===== config.mk =====
export PLATFORM = sky130hd
export DESIGN_NAME = retaddr_shift_stack
export DESIGN_NICKNAME = d
export VERILOG_FILES = /design/src/rtl/ras_pkg.sv /design/src/rtl/ras_occupancy.sv /design/src/rtl/ras_level_chain.sv /design/src/rtl/retaddr_shift_stack.sv
export SDC_FILE = /design/constraint.sdc
export NUM_CORES = 1
export LEC_CHECK = 0
export BUFFER_PORTS_ARGS = -buffer_cell sky130_fd_sc_hd__clkbuf_2
export CAP_MARGIN = 10
export CORE_UTILIZATION = 53
export DETAILED_ROUTE_END_ITERATION = 16
export PLACE_DENSITY = 0.75
export SETUP_SLACK_MARGIN = 0.5
export SLEW_MARGIN = 20
export SYNTH_ARGS = -nofsm -noshare
export SYNTH_HDL_FRONTEND = slang
export SYNTH_SLANG_ARGS = --single-unit

===== constraint.sdc =====
create_clock -name clk -period 1.98 [get_ports clk]
set_clock_uncertainty 0.05 [all_clocks]
set_input_delay 0.099 -clock clk [delete_from_list [all_inputs] [get_ports clk]]
set_output_delay 0.099 -clock clk [all_outputs]
set_load 0.03 [all_outputs]

===== src/rtl/ras_pkg.sv =====
package ras_pkg;

   // Width needed to count 0..n inclusive.
   function automatic int cnt_width(input int n);
      int w;
      w = 1;
      while ((1 << w) <= n) w++;
      return w;
   endfunction

   // Shift direction applied to the level chain in one cycle.
   typedef enum logic [1:0] {
      SHIFT_HOLD = 2'd0,
      SHIFT_DOWN = 2'd1,   // push: levels move deeper
      SHIFT_UP   = 2'd2    // pop: levels move toward the top
   } shift_e;

endpackage


===== src/rtl/ras_occupancy.sv =====
module ras_occupancy
   import ras_pkg::*;
#(
   parameter int DEPTH = 6,
   localparam int CNT_W = cnt_width(DEPTH)
)(
   input  logic             clk,
   input  logic             rst,
   input  shift_e           op,
   input  logic             push_req,
   input  logic             pop_req,
   output logic [CNT_W-1:0] count,
   output logic             nonempty
);

   localparam logic [CNT_W-1:0] FULL = CNT_W'(DEPTH);

   logic [CNT_W-1:0] count_q;

   always_ff @(posedge clk) begin
      if (rst) begin
         count_q <= '0;
      end else begin
         unique case (op)
            SHIFT_DOWN: if (count_q != FULL) count_q <= count_q + 1'b1;
            SHIFT_UP:   count_q <= count_q - 1'b1;
            default:    count_q <= count_q;
         endcase
      end
   end

   assign count    = count_q;
   assign nonempty = (count_q != '0);

   assert_depth_bound_R8: assert property (@(posedge clk) disable iff (rst)
      count_q <= FULL);

   assert_reset_empty_R1: assert property (@(posedge clk)
      rst |=> count_q == '0);

   assert_full_saturates_R4: assert property (@(posedge clk) disable iff (rst)
      (push_req && count_q == FULL) |=> count_q == FULL);

   assert_empty_saturates_R5: assert property (@(posedge clk) disable iff (rst)
      (pop_req && count_q == '0) |=> count_q == '0);

   assert_pop_decrements_R3: assert property (@(posedge clk) disable iff (rst)
      (pop_req && count_q != '0) |=> count_q == $past(count_q) - 1'b1);

endmodule


===== src/rtl/ras_level_chain.sv =====
module ras_level_chain
   import ras_pkg::*;
#(
   parameter int                ADDR_W = 12,
   parameter int                DEPTH  = 6,
   parameter logic [ADDR_W-1:0] FILL   = '0
)(
   input  logic              clk,
   input  logic              rst,
   input  shift_e            op,
   input  logic [ADDR_W-1:0] din,
   output logic [ADDR_W-1:0] top
);

   logic [ADDR_W-1:0] lvl [DEPTH];

   for (genvar i = 0; i < DEPTH; i++) begin : g_lvl
      logic [ADDR_W-1:0] from_above;
      logic [ADDR_W-1:0] from_below;

      if (i == 0) begin : g_first
         assign from_above = din;
      end else begin : g_mid_a
         assign from_above = lvl[i-1];
      end

      if (i == DEPTH - 1) begin : g_last
         assign from_below = FILL;
      end else begin : g_mid_b
         assign from_below = lvl[i+1];
      end

      // Contents need no reset; occupancy alone defines validity.
      always_ff @(posedge clk) begin
         unique case (op)
            SHIFT_DOWN: lvl[i] <= from_above;
            SHIFT_UP:   lvl[i] <= from_below;
            default:    lvl[i] <= lvl[i];
         endcase
      end
   end

   assign top = lvl[0];

   assert_push_loads_top_R2: assert property (@(posedge clk) disable iff (rst)
      op == SHIFT_DOWN |=> top == $past(din));

   if (DEPTH > 1) begin : g_chk_up
      assert_pop_lifts_R3: assert property (@(posedge clk) disable iff (rst)
         op == SHIFT_UP |=> top == $past(lvl[1]));
   end

   assert_pop_fills_bottom_R7: assert property (@(posedge clk) disable iff (rst)
      op == SHIFT_UP |=> lvl[DEPTH-1] == FILL);

endmodule


===== src/rtl/retaddr_shift_stack.sv =====
module retaddr_shift_stack
   import ras_pkg::*;
#(
   parameter int ADDR_W = 12,
   parameter int DEPTH  = 6,
   localparam int CNT_W = cnt_width(DEPTH)
)(
   input  logic              clk,
   input  logic              rst,
   input  logic              push_i,
   input  logic [ADDR_W-1:0] pc_i,
   input  logic              pop_i,
   output logic [ADDR_W-1:0] ret_addr_o,
   output logic              ret_valid_o,
   output logic [CNT_W-1:0]  depth_o
);

   if (DEPTH < 1) begin : g_bad_depth
      $error("retaddr_shift_stack: DEPTH must be at least 1");
   end
   if (ADDR_W < 1) begin : g_bad_width
      $error("retaddr_shift_stack: ADDR_W must be at least 1");
   end

   shift_e op;
   logic   nonempty;

   // A pop on an empty stack shifts nothing.
   always_comb begin
      if (push_i)                 op = SHIFT_DOWN;
      else if (pop_i && nonempty) op = SHIFT_UP;
      else                        op = SHIFT_HOLD;
   end

   ras_level_chain #(
      .ADDR_W (ADDR_W),
      .DEPTH  (DEPTH),
      .FILL   ('0)
   ) u_chain (
      .clk  (clk),
      .rst  (rst),
      .op   (op),
      .din  (pc_i),
      .top  (ret_addr_o)
   );

   ras_occupancy #(
      .DEPTH (DEPTH)
   ) u_occ (
      .clk      (clk),
      .rst      (rst),
      .op       (op),
      .push_req (push_i),
      .pop_req  (pop_i),
      .count    (depth_o),
      .nonempty (nonempty)
   );

   assign ret_valid_o = pop_i && nonempty;

   assert_valid_needs_pop_R6: assert property (@(posedge clk) disable iff (rst)
      ret_valid_o |-> (pop_i && depth_o != '0));

   assert_push_counts_R8: assert property (@(posedge clk) disable iff (rst)
      (push_i && depth_o != CNT_W'(DEPTH)) |=> depth_o == $past(depth_o) + 1'b1);

endmodule


### Word-level counts from Yosys, hierarchy flattened

Memory sizes are Yosys's and may differ from the RTL's.
Cells that the tools add are included.

| storage, ports and cells | value |
|---|---|
| register bits | 3 |
| RAM bits | 72 |
| input port bits | 16 |
| output and inout port bits | 16 |
| logic and storage cells | 46 |
| memories | 1 |

| operators by class | value |
|---|---|
| add/sub/neg operators | 2 |
| equal/unequal tests | 4 |
| muxes and demuxes | 21 |
| bitwise gates (word level) | 12 |
| reductions and logical operators | 5 |

Memory list:

| name | words | bits a word | read ports | clocked after Yosys merged registers in | wr ports | RTL line | RTL |
|---|---|---|---|---|---|---|---|
| u_chain.lvl | 6 | 12 | 6 | 0 | 6 | ras_level_chain.sv:15 | `logic [ADDR_W-1:0] lvl [DEPTH];` |

Operators by type and width:

| operator | number |
|---|---|
| $mux 12 | 12 |
| $or 1x1->1 | 12 |
| $pmux 3 s2 | 1 |
| $mux 1 | 5 |
| $mux 2 | 2 |
| $add 3x1->3 const B | 1 |
| $mux 3 | 1 |
| $ne 3x3->1 const B | 1 |
| $reduce_bool 3->1 | 1 |
| $sub 3x1->3 const B | 1 |
| $eq 2x1->1 const B | 1 |
| $eq 2x2->1 const B | 1 |
| $ne 2x1->1 const B | 1 |
| $reduce_and 2->1 | 1 |
| $reduce_bool 2->1 | 1 |
| $reduce_or 2->1 | 1 |
| $logic_and 1x1->1 | 1 |

### Longest topological paths before layout

Gate-level depths: netlist of the first run.

| depth | value |
|---|---|
| word-level depth | 9 |
| depth in mapped cells | 9 |
| gate-level depth less buffers | 7 |

### By module

From an unflattened synthesis of the first run, not the netlist that was laid out.

| unflattened totals | value |
|---|---|
| cell total of the unflattened synthesis | 186 |
| area, all modules | 3443.3 sq um |

By module, submodules not included:

| module | instances | cells an instance | area an instance (sq um) | seq. area each (sq um) |
|---|---|---|---|---|
| ras_level_chain | 1 | 158 | 3180.6 | 2162.1 |
| ras_occupancy | 1 | 26 | 247.7 | 60.1 |
| retaddr_shift_stack | 1 | 2 | 15.0 | 0.0 |

### Worst setup path after synthesis of the first run

No wires, ideal clock.

| timing path | value |
|---|---|
| kind | register to register |
| start point | register u_occ.count_q[1], in the netlist u_occ.count[1] |
| end point | memory u_chain.lvl[0][0], enable pin |
| library setup time | 0.399 ns |
| data arrival time | 2.178 ns |
| data required time | 1.531 ns |
| setup slack | -0.647 ns |
| cell stages (with the launch flop) | 5 |
| path buffers | 1 |
| period minus slack after synthesis | 2.627 ns |
| cell sequence | dfxtp_1 -> buf_2 -> nor3_2 -> and2b_1 -> or2_2 |

RTL lines:

| element | RTL line | RTL |
|---|---|---|
| start, declared | ras_occupancy.sv:18 | `logic [CNT_W-1:0] count_q;` |
| start signal, assigned | ras_occupancy.sv:25 | `SHIFT_DOWN: if (count_q != FULL) count_q <= count_q + 1'b1;` |
| start signal, assigned | ras_occupancy.sv:26 | `SHIFT_UP: count_q <= count_q - 1'b1;` |
| start signal, assigned | ras_occupancy.sv:27 | `default: count_q <= count_q;` |
| end, declared | ras_level_chain.sv:15 |  |

==> results of run 1 <==
state kept, by name, indices dropped and copies added (netlist names):
register     flops
u_chain.lvl     72
u_occ.count      3
metal layers:
metal  GRT usage (%)  share of wire [%]  wire length (um)
met1            29.9                 50              2970
met2            27.4                 46              2710
met3            5.67                3.3               198
met4            7.89               0.83                49
met5               0                  0                 0
area by class of cell:
type                    instances  share of cell area (%)
multi-input cells             106                    29.2
repair buffers                 49                    9.35
clock inverters                 7                    1.44
flip-flops and latches         75                    54.4
inverters                       3                   0.275
clock buffers                   9                    3.02
well taps                      75                    2.29
worst max-delay path by stage:
stage / start / end / slack [ps] / cells after the start
floorplan: u_occ.count[1] / u_chain.lvl[0][0] / 40 / 4
global placement: u_occ.count[0] / u_chain.lvl[0][1] / 140 / 3
detailed placement: u_occ.count[2] / u_chain.lvl[2][6] / 120 / 3
CTS: u_occ.count[1] / u_occ.count[1] / 350 / 7
global route: u_occ.count[2] / u_occ.count[1] / 300 / 7
finish: u_occ.count[2] / u_chain.lvl[3][5] / 370 / 5
power by group:
group / internal (W) / switching (W) / leakage, nW
clock network: 0.000565 / 0.000545 / 0.0915
logic: 0.000529 / 0.000432 / 0.760
registers: 0.00217 / 0.000166 / 0.745
total: 0.00327 / 0.00114 / 1.60
worst max-delay path: cells and delay by family (launching register included):
family	cells	cell delay (ps)
buffers and inverters	2	370
DFF	1	340
muxes	1	310
and+or+nand+nor	2	280
kinds of logic after synthesis:
family | after synthesis | share of synthesized area (%)
compound gates | 12 | 2.32
xor+xnor | 1 | 0.258
fa+ha+maj | 1 | 0.369
buf+inv | 12 | 2.54
flops | 75 | 65.5
mux | 60 | 24.4
simple gates | 25 | 4.57
stage by stage:
stage	util [%]	area [sq um]	hold slack, ps	std cells
3_5_place_dp	60.7	3680	248	289
6_report	67.6	4100	20.0	324
3_3_place_gp	60.7	3680	254	289
4_1_cts	67.2	4070	0.0126	323
2_1_floorplan	-	3460	109	186
5_1_grt	67.6	4100	0.944	324
cell usage in the layout (no fill, tap or decap), types with 2 or more instances in the layout:
master,n
o21ai_0,4
nand2_1,2
dfxtp_2,2
buf_4,5
edfxtp_1,72
or2_4,8
clkinv_1,3
buf_16,2
clkbuf_8,9
clkbuf_2,30
mux2_4,48
inv_1,3
mux2_2,12
a31oi_1,2
nor2_1,3
dlygate4sd3_1,9
nor2b_1,13
clkinv_2,2
cells in the mapped netlist (2+ instances only):
cell and instances:
buf_2 3, nor2_1 3, edfxtp_1 72, nand2_1 2, inv_1 3, mux2_4 41
buf_6 5, dfxtp_1 3, a31oi_1 2, o21ai_0 4, mux2_2 19, nor2b_1 13
what timing repair did:
item,4_1_cts,5_1_grt
hold buffers,9,0
cloned,8,1
buffers inserted,1,0
pin swaps,6,4
gates resized for setup,11,1
endpoints found under the hold margin,11,0
endpoints found under the setup margin,105,123
==> impl_metrics.tcl, run 1 <==
set metrics [dict create \
    outcome "finished clean" \
    drv_cap 0 \
    min_to "u_chain.lvl[0][9]" \
    cts_tree "done" \
    worstPathMaxFanout 18 \
    ios 32 \
    hold_viol_final 0 \
    grt_max_degree 26 \
    grtUsageTotal_pct 20.0 \
    mappedNetlistNets 203 \
    yosysWarnings 0 \
    ys.flop_type "edfxtp_1" \
    clkSlewWorstSetupHoldPaths_ps 80 \
    worst_slew_pin_slew_ps 273 \
    setup_tns_ps 0 \
    fmax_ghz 0.620 \
    firstDrtPassIters 4 \
    vias 1776 \
    ys_top_cells_by_area "edfxtp_1 64%, mux2_4 18%, mux2_2 6.3%" \
    r2r_slack_ps 370 \
    period_needed_ps 1610 \
    yosysUniqueCellTypes 28 \
    min_from "pc_i[9]" \
    power_density_nw_per_um2 1080 \
    worstSetupPathType "reg -> reg" \
    grt_overflow 0 \
    die_h_um 82.0 \
    initial_core_util_pct 56.0 \
    async_flop_share_pct 0 \
    path_cells "nor3_4 > nor2_4 > buf_4 > buf_16 > mux2_4" \
    htreeDepth 3 \
    root_buffer "clkbuf_8" \
    drt-total-wl_um 5930 \
    numCtsBuffers 9 \
    cpPeakStageDelay_ps 340 \
    routedWlPerCell_um 18.3 \
    syn_to_final_growth_pct 20.7 \
    std_cell_rows 28 \
    syn_area_sq_um 3390 \
    clock_sinks 75 \
    grt_pass1_vias 1729 \
    ys_seq_elements 75 \
    register_area_sq_um 2230 \
    core_area_sq_um 6060 \
    seq_area_frac_synth_pct 65.5 \
    post-dp-hpwl_um 3000 \
    synth_largest_area_cell "edfxtp_1" \
    rr_endpoint "u_chain.lvl[3][5]" \
    r2r_start "u_occ.count[2]" \
    critPathLaunchType "flip-flop" \
    ir_drop_v 0.000562 \
    min_period_over_period_pct 81.4 \
    p_leak_nw 1.60 \
    syn_inst 186 \
    fin_nets 261 \
    required_ps 2020 \
    setup_violations 0 \
    crit_path_end_kind "flip-flop" \
    synth_edf_count 72 \
    clock_path_buffers 2 \
    n_antenna_cell 0 \
    avgSynthCellArea_sq_um 18.2 \
    antenna_found_initial 0 \
    slew_viol_final 0 \
    post-place-ws_ps 118 \
    r2r_cells 5 \
    clock_latency_ps 340 \
    worstHoldPathType "in -> reg" \
    portBuffers 31 \
    synth.top_cell.area_share_pct 63.7 \
    via_per_inst 5.48 \
    place_congestion 0.725 \
    die_width_um 82.0 \
    crit_slowest_cell "dfxtp_2" \
    total_power_w 0.00441 \
    fill_cells 414 \
    worstPathArrival_ps 1650 \
    hold_depth 2 \
    fin_ws_ps 368 \
    drt_iter0_markers 98 \
    drc 0 \
    max_slew_margin_pct 81.7 \
    die-area_sq_um 6730 \
    multiInputGateArea_sq_um 1200 \
    grt_first_pass_wirelength_um 9300 \
    rsz0062_at_grt "yes" \
    ant_nets 0 \
    drive_above_1_share_pct 51.8 \
]
Note: power is estimated with default switching activity, not from simulation.
==> inputs of run 2 (changes only) <==
--- a/config.mk
+++ b/config.mk
@@ -7,7 +7,7 @@
 export LEC_CHECK = 0
 export BUFFER_PORTS_ARGS = -buffer_cell sky130_fd_sc_hd__clkbuf_2
 export CAP_MARGIN = 10
-export CORE_UTILIZATION = 53
+export CORE_UTILIZATION = 55
 export DETAILED_ROUTE_END_ITERATION = 16
 export PLACE_DENSITY = 0.75
 export SETUP_SLACK_MARGIN = 0.5
==> constraint.sdc (replaced) <==
create_clock -name clk -period 1.5 [get_ports clk]
set_clock_uncertainty 0.05 [all_clocks]
set_input_delay 0.075 -clock clk [delete_from_list [all_inputs] [get_ports clk]]
set_output_delay 0.075 -clock clk [all_outputs]
set_load 0.03 [all_outputs]
==> impl_metrics.tcl, run 2 (synthesis gave the netlist of run 1 again) <==
set metrics [dict create \
    outcome "finished with violations" \
    violations "negative setup slack" \
    path_cells "nor3_4 > nor2_4 > xor2_2 > ha_4 > o41ai_2 > a211oi_1" \
    p_int_w 0.00504 \
    vias 1957 \
    fin_util_pct 79.9 \
    comb_power_share_pct 25.6 \
    post-place-ws_ps -160 \
    required_ps 1680 \
    die_width_um 80.5 \
    antenna_found_initial 0 \
    die-area_sq_um 6490 \
    place_congestion 0.778 \
    clock_sinks 75 \
    r2r_slack_ps -140 \
    syn_to_final_growth_pct 39.4 \
    die_h_um 80.5 \
    worst_slew_pin_slew_ps 323 \
    min_period_over_period_pct 109 \
    grt_overflow 0 \
    max_slew_margin_pct 78.3 \
    worstPathArrival_ps 1820 \
    grt_max_degree 37 \
    worstHoldPathType "in -> reg" \
    power_density_nw_per_um2 1440 \
    worstSetupPathType "reg -> reg" \
    core_area_sq_um 5920 \
    fmax_ghz 0.610 \
    firstDrtPassIters 4 \
    dpl_cell_area_sq_um 3790 \
    ios 32 \
    fill_cells 293 \
    seq_power_share_pct 46.3 \
    drc 0 \
    switching_share_pct 25.9 \
    initial_core_util_pct 57.3 \
    ir_drop_v 0.000989 \
    p_leak_nw 1.88 \
    n_antenna_cell 0 \
    post-dp-hpwl_um 3700 \
    crit_slowest_cell "dfxtp_4" \
    numPlacedInstances 297 \
    drv_cap 0 \
    grtUsageTotal_pct 21.7 \
    period_needed_ps 1640 \
    final_cell_mix "72 x edfxtp_1, 52 x mux2_4, 18 x buf_8" \
    root_buffer "clkbuf_8" \
    switching_power_w 0.00176 \
    drive_above_1_share_pct 56.7 \
    mostFrequentLayoutCell "edfxtp_1" \
    clkSlewWorstSetupHoldPaths_ps 80 \
    fin_ws_ps -140 \
    routedWlPerCell_um 22.0 \
    hold_viol_final 0 \
    numCtsBuffers 9 \
    setup_violations 123 \
    rsz0062_at_grt "yes" \
    ant_nets 0 \
    portBuffers 31 \
    largest_reg_flops 72 \
    rr_endpoint "u_occ.count[2]" \
    layout.cells.non_filler 345 \
    design_area_sq_um 4730 \
    critPathLaunchType "flip-flop" \
    p_clk_share_pct 28.1 \
    std_cell_rows 28 \
    r2r_start "u_occ.count[1]" \
    grt_pass1_vias 1906 \
    crit_start "u_occ.count[1]" \
    cts_tree "done" \
    htreeDepth 3 \
    drt_iter0_markers 171 \
    cpPeakStageDelay_ps 370 \
    via_per_inst 5.67 \
    clock_latency_ps 360 \
    drt-total-wl_um 7600 \
    endpoint "u_occ.count[2]" \
    holdWs_ps 82.6 \
    worstPathMaxFanout 3 \
    slew_viol_final 0 \
    grt_first_pass_wirelength_um 9980 \
    crit_path_end_kind "flip-flop" \
    fin_nets 282 \
    r2r_cells 6 \
    clock_path_buffers 2 \
    top_register "u_chain.lvl" \
]
run 2: cell type report:
class / instances / area [sq um] / share of cell area, %
flip-flops and latches: 75 / 2230 / 47.2
well taps: 75 / 93.8 / 1.98
inverters: 3 / 11.3 / 0.238
multi-input cells: 101 / 1210 / 25.6
clock inverters: 6 / 114 / 2.41
clock buffers: 10 / 128 / 2.70
repair buffers: 75 / 940 / 19.9
run 2: power by group through the flow:
| stage | clock network, W | logic (W) | registers, W |
|---|---|---|---|
| 2_1_floorplan | 0 | 0.000833 | 0.00317 |
| 3_3_place_gp | 0 | 0.00116 | 0.00309 |
| 3_5_place_dp | 0 | 0.00123 | 0.00313 |
| 4_1_cts | 0.00189 | 0.00142 | 0.00311 |
| 5_1_grt | 0.00200 | 0.00182 | 0.00319 |
| 6_report | 0.00191 | 0.00174 | 0.00315 |
run 2: how the worst min path moves through the flow:
| stage | start | to | slack [ps] | cells after the start |
|---|---|---|---|---|
| after floorplan | rst | u_occ.count[1] | 80 | 1 |
| after global placement | rst | u_occ.count[1] | 200 | 2 |
| after detailed placement | rst | u_occ.count[1] | 220 | 2 |
| after CTS | pop_i | u_occ.count[1] | 70 | 4 |
| after global routing | pop_i | u_occ.count[1] | 130 | 4 |
| final | pop_i | u_occ.count[1] | 80 | 4 |
run 2: stage by stage:
stage               power [W]  TNS, ps
floorplan             0.00400   -38790
global placement      0.00425     -596
detailed placement    0.00436    -5200
CTS                   0.00643    -7360
global route          0.00702   -14510
finish                0.00680   -11240
run 2: repair_timing:
action                                  CTS  global route
hold buffers                             14             0
endpoints found under the hold margin    15             0
cloned                                    1            14
buffers inserted                          1             2
pin swaps                                 0             5
gates resized for setup                  43            30
endpoints found under the setup margin  153           154
run 2: worst max-delay path: cells and delay by family (launching register included):
kind	cells	cell delay [ps]
AOI/OAI and AO/OA	2	440
DFF	1	370
and+or+nand+nor	2	310
adders and majority gates	1	180
xor gates and xnor gates	1	170
run 2: layer usage:
| layer | global-route usage [%] | routed length [um] | vias to the layer above |
|---|---|---|---|
| met4 | 11.3 | 158 | 0 |
| met1 | 28.6 | 3270 | 1000 |
| met2 | 34.5 | 3910 | 74 |
| met3 | 3.75 | 268 | 14 |
| met5 | 0 | 0 | - |
| li1 | - | - | 869 |
==> inputs of run 3 (changes only) <==
--- a/config.mk
+++ b/config.mk
@@ -14,4 +14,5 @@
 export SLEW_MARGIN = 20
 export SYNTH_ARGS = -nofsm -noshare
 export SYNTH_HDL_FRONTEND = slang
+export SYNTH_HIERARCHICAL = 1
 export SYNTH_SLANG_ARGS = --single-unit
==> impl_metrics.tcl, run 3 <==
set metrics [dict create \
    mostFrequentLayoutCell "edfxtp_1" \
    via_per_inst 5.35 \
    worstSetupPathType "reg -> reg" \
    drt_iter0_markers 94 \
    largest_reg_flops 72 \
    clkSlewWorstSetupHoldPaths_ps 70 \
    drv_cap 0 \
    ys_seq_elements 75 \
    violations "negative setup slack" \
    synth_largest_area_cell "edfxtp_1" \
    mappedNetlistNets 206 \
    cpPeakStageDelay_ps 380 \
    fmax_ghz 0.484 \
    comb_power_share_pct 22.9 \
    grt_pass1_vias 1938 \
    worstPathArrival_ps 2070 \
    antenna_found_initial 0 \
    yosysWarnings 6 \
    numCtsBuffers 9 \
    worstHoldPathType "in -> reg" \
    path_cells "or3_4 > and3b_2 > buf_6 > ha_4 > clkinvlp_4 > buf_12 > buf_12" \
    p_int_w 0.00429 \
    hold_viol_final 0 \
    grt_first_pass_wirelength_um 9630 \
    drt-total-wl_um 6480 \
    clock_sinks 75 \
    worst_slew_pin_slew_ps 273 \
    synth_edf_count 72 \
    p_leak_nw 1.82 \
    die_width_um 81.1 \
    power_density_nw_per_um2 1230 \
    ir_drop_v 0.00101 \
    drive_above_1_share_pct 61.2 \
    outcome "finished with violations" \
    place_congestion 0.733 \
    ios 32 \
    switching_power_w 0.00144 \
    post-place-ws_ps -579 \
    htreeDepth 3 \
    yosysUniqueCellTypes 28 \
    crit_path_end_kind "flip-flop" \
    portBuffers 31 \
    cts_tree "done" \
    post-dp-hpwl_um 3520 \
    clock_path_buffers 2 \
    avgSynthCellArea_sq_um 18.5 \
    fin_ws_ps -565 \
    netlist_top_cells_count "72 x edfxtp_1, 30 x mux2_2, 30 x mux2_4, 13 x nor2b_1, 7 x inv_1" \
    crit_family "simple AND/OR/NAND/NOR gates" \
    firstDrtPassIters 6 \
    std_cell_rows 28 \
    required_ps 1500 \
    slew_viol_final 0 \
    grt_max_degree 29 \
    setup_violations 148 \
    ys.flop_type "edfxtp_1" \
    die-area_sq_um 6580 \
    path_buf_inv 4 \
    critPathLaunchType "flip-flop" \
    seq_power_share_pct 51.1 \
    clock_latency_ps 340 \
    drc 0 \
    root_buffer "clkbuf_8" \
    n_antenna_cell 0 \
    routedWlPerCell_um 18.5 \
    cpMostUsedCell "buf_12" \
    fin_nets 291 \
    grt_overflow 0 \
    yosys.cell_count.top_type "edfxtp_1" \
    ys_top_cells_by_area "edfxtp_1 63%, mux2_4 13%, mux2_2 9.8%" \
    async_flop_share_pct 0 \
    top_register "u_chain/lvl" \
    holdWs_ps 59.3 \
    crit_slowest_cell "or3_4" \
    final_cell_mix "72 x edfxtp_1, 30 x mux2_2, 30 x mux2_4" \
    synth.top_cell.area_share_pct 62.8 \
    ant_nets 0 \
    min_period_over_period_pct 138 \
    syn_to_final_growth_pct 35.5 \
    core_area_sq_um 5990 \
    seq_area_frac_synth_pct 64.5 \
    switching_share_pct 25.1 \
    worstPathMaxFanout 14 \
    initial_core_util_pct 57.5 \
    vias 1878 \
    period_needed_ps 2060 \
    max_slew_margin_pct 81.8 \
    p_clk_share_pct 26.0 \
    rsz0062_at_grt "yes" \
    die_h_um 81.1 \
    syn_inst 186 \
    syn_area_sq_um 3440 \
    grtUsageTotal_pct 20.9 \
]
run 3: cell type report:
class	count	area, sq um
Inverter	7	30.0
Timing Repair Buffer	83	950
Clock inverter	5	53.8
Multi-Input combinational cell	95	1170
Fill cell	304	1320
Clock buffer	11	131
Tap cell	75	93.8
Sequential cell	75	2230
run 3: metal layers:
layer | up-vias | routed length, um | GRT usage (%)
li1 | 881 | - | -
met1 | 945 | 2880 | 25.5
met2 | 44 | 3310 | 35.0
met3 | 8 | 229 | 6.74
met4 | 0 | 63 | 6.96
met5 | - | 0 | 0
run 3: final timing paths:
| kind | start | to | slack, ps | cells after the start |
|---|---|---|---|---|
| max reg2reg | u_occ/count[0] | u_chain/lvl[0][10] | -560 | 7 |
| max | u_occ/count[0] | u_chain/lvl[0][10] | -560 | 7 |
| min | push_i | u_occ/count[0] | 60 | 3 |
| min reg2reg | u_chain/lvl[5][11] | u_chain/lvl[4][11] | 510 | 1 |
run 3: cells by family after synthesis:
kind of cell / after synthesis / share of synthesized area (%)
flops: 75 / 64.5
mux: 61 / 23.2
simple gates: 21 / 4.32
buf+inv: 16 / 4.18
compound gates: 8 / 1.85
fa+ha+maj: 4 / 1.67
xor+xnor: 1 / 0.254
run 3: through the flow:
| stage | power, W | instances | util [%] | TNS (ps) | instance area [sq um] |
|---|---|---|---|---|---|
| 3_3_place_gp | 0.00380 | 300 | 63.6 | -56350 | 3810 |
| 4_1_cts | 0.00557 | 341 | 74.2 | -73910 | 4450 |
| 2_1_floorplan | 0.00357 | 186 | - | -121610 | 3500 |
| 3_5_place_dp | 0.00387 | 300 | 63.6 | -64170 | 3810 |
| 5_1_grt | 0.00595 | 351 | 77.9 | -80360 | 4670 |
| 6_report | 0.00573 | 351 | 77.9 | -74580 | 4670 |
run 3: power by group through the flow:
stage | logic [W] | clock network [W] | registers [W]
floorplan | 0.000581 | 0 | 0.00299
global placement | 0.000883 | 0 | 0.00292
finish | 0.00131 | 0.00149 | 0.00292
CTS | 0.00114 | 0.00152 | 0.00291
detailed placement | 0.000933 | 0 | 0.00294
global route | 0.00139 | 0.00160 | 0.00296
run 3: tightest hold or removal path, stage by stage:
cell and delay [ps]:
clkbuf_2 90, buf_4 160, a211oi_1 80
run 3: timing repair:
| item | CTS | global route |
|---|---|---|
| gates resized for setup | 51 | 30 |
| endpoints found under the setup margin | 163 | 163 |
| hold buffers | 13 | 0 |
| pin swaps | 7 | 2 |
| gates cloned | 0 | 5 |
| setup buffers | 12 | 5 |
| hold endpoints to repair | 15 | 0 |
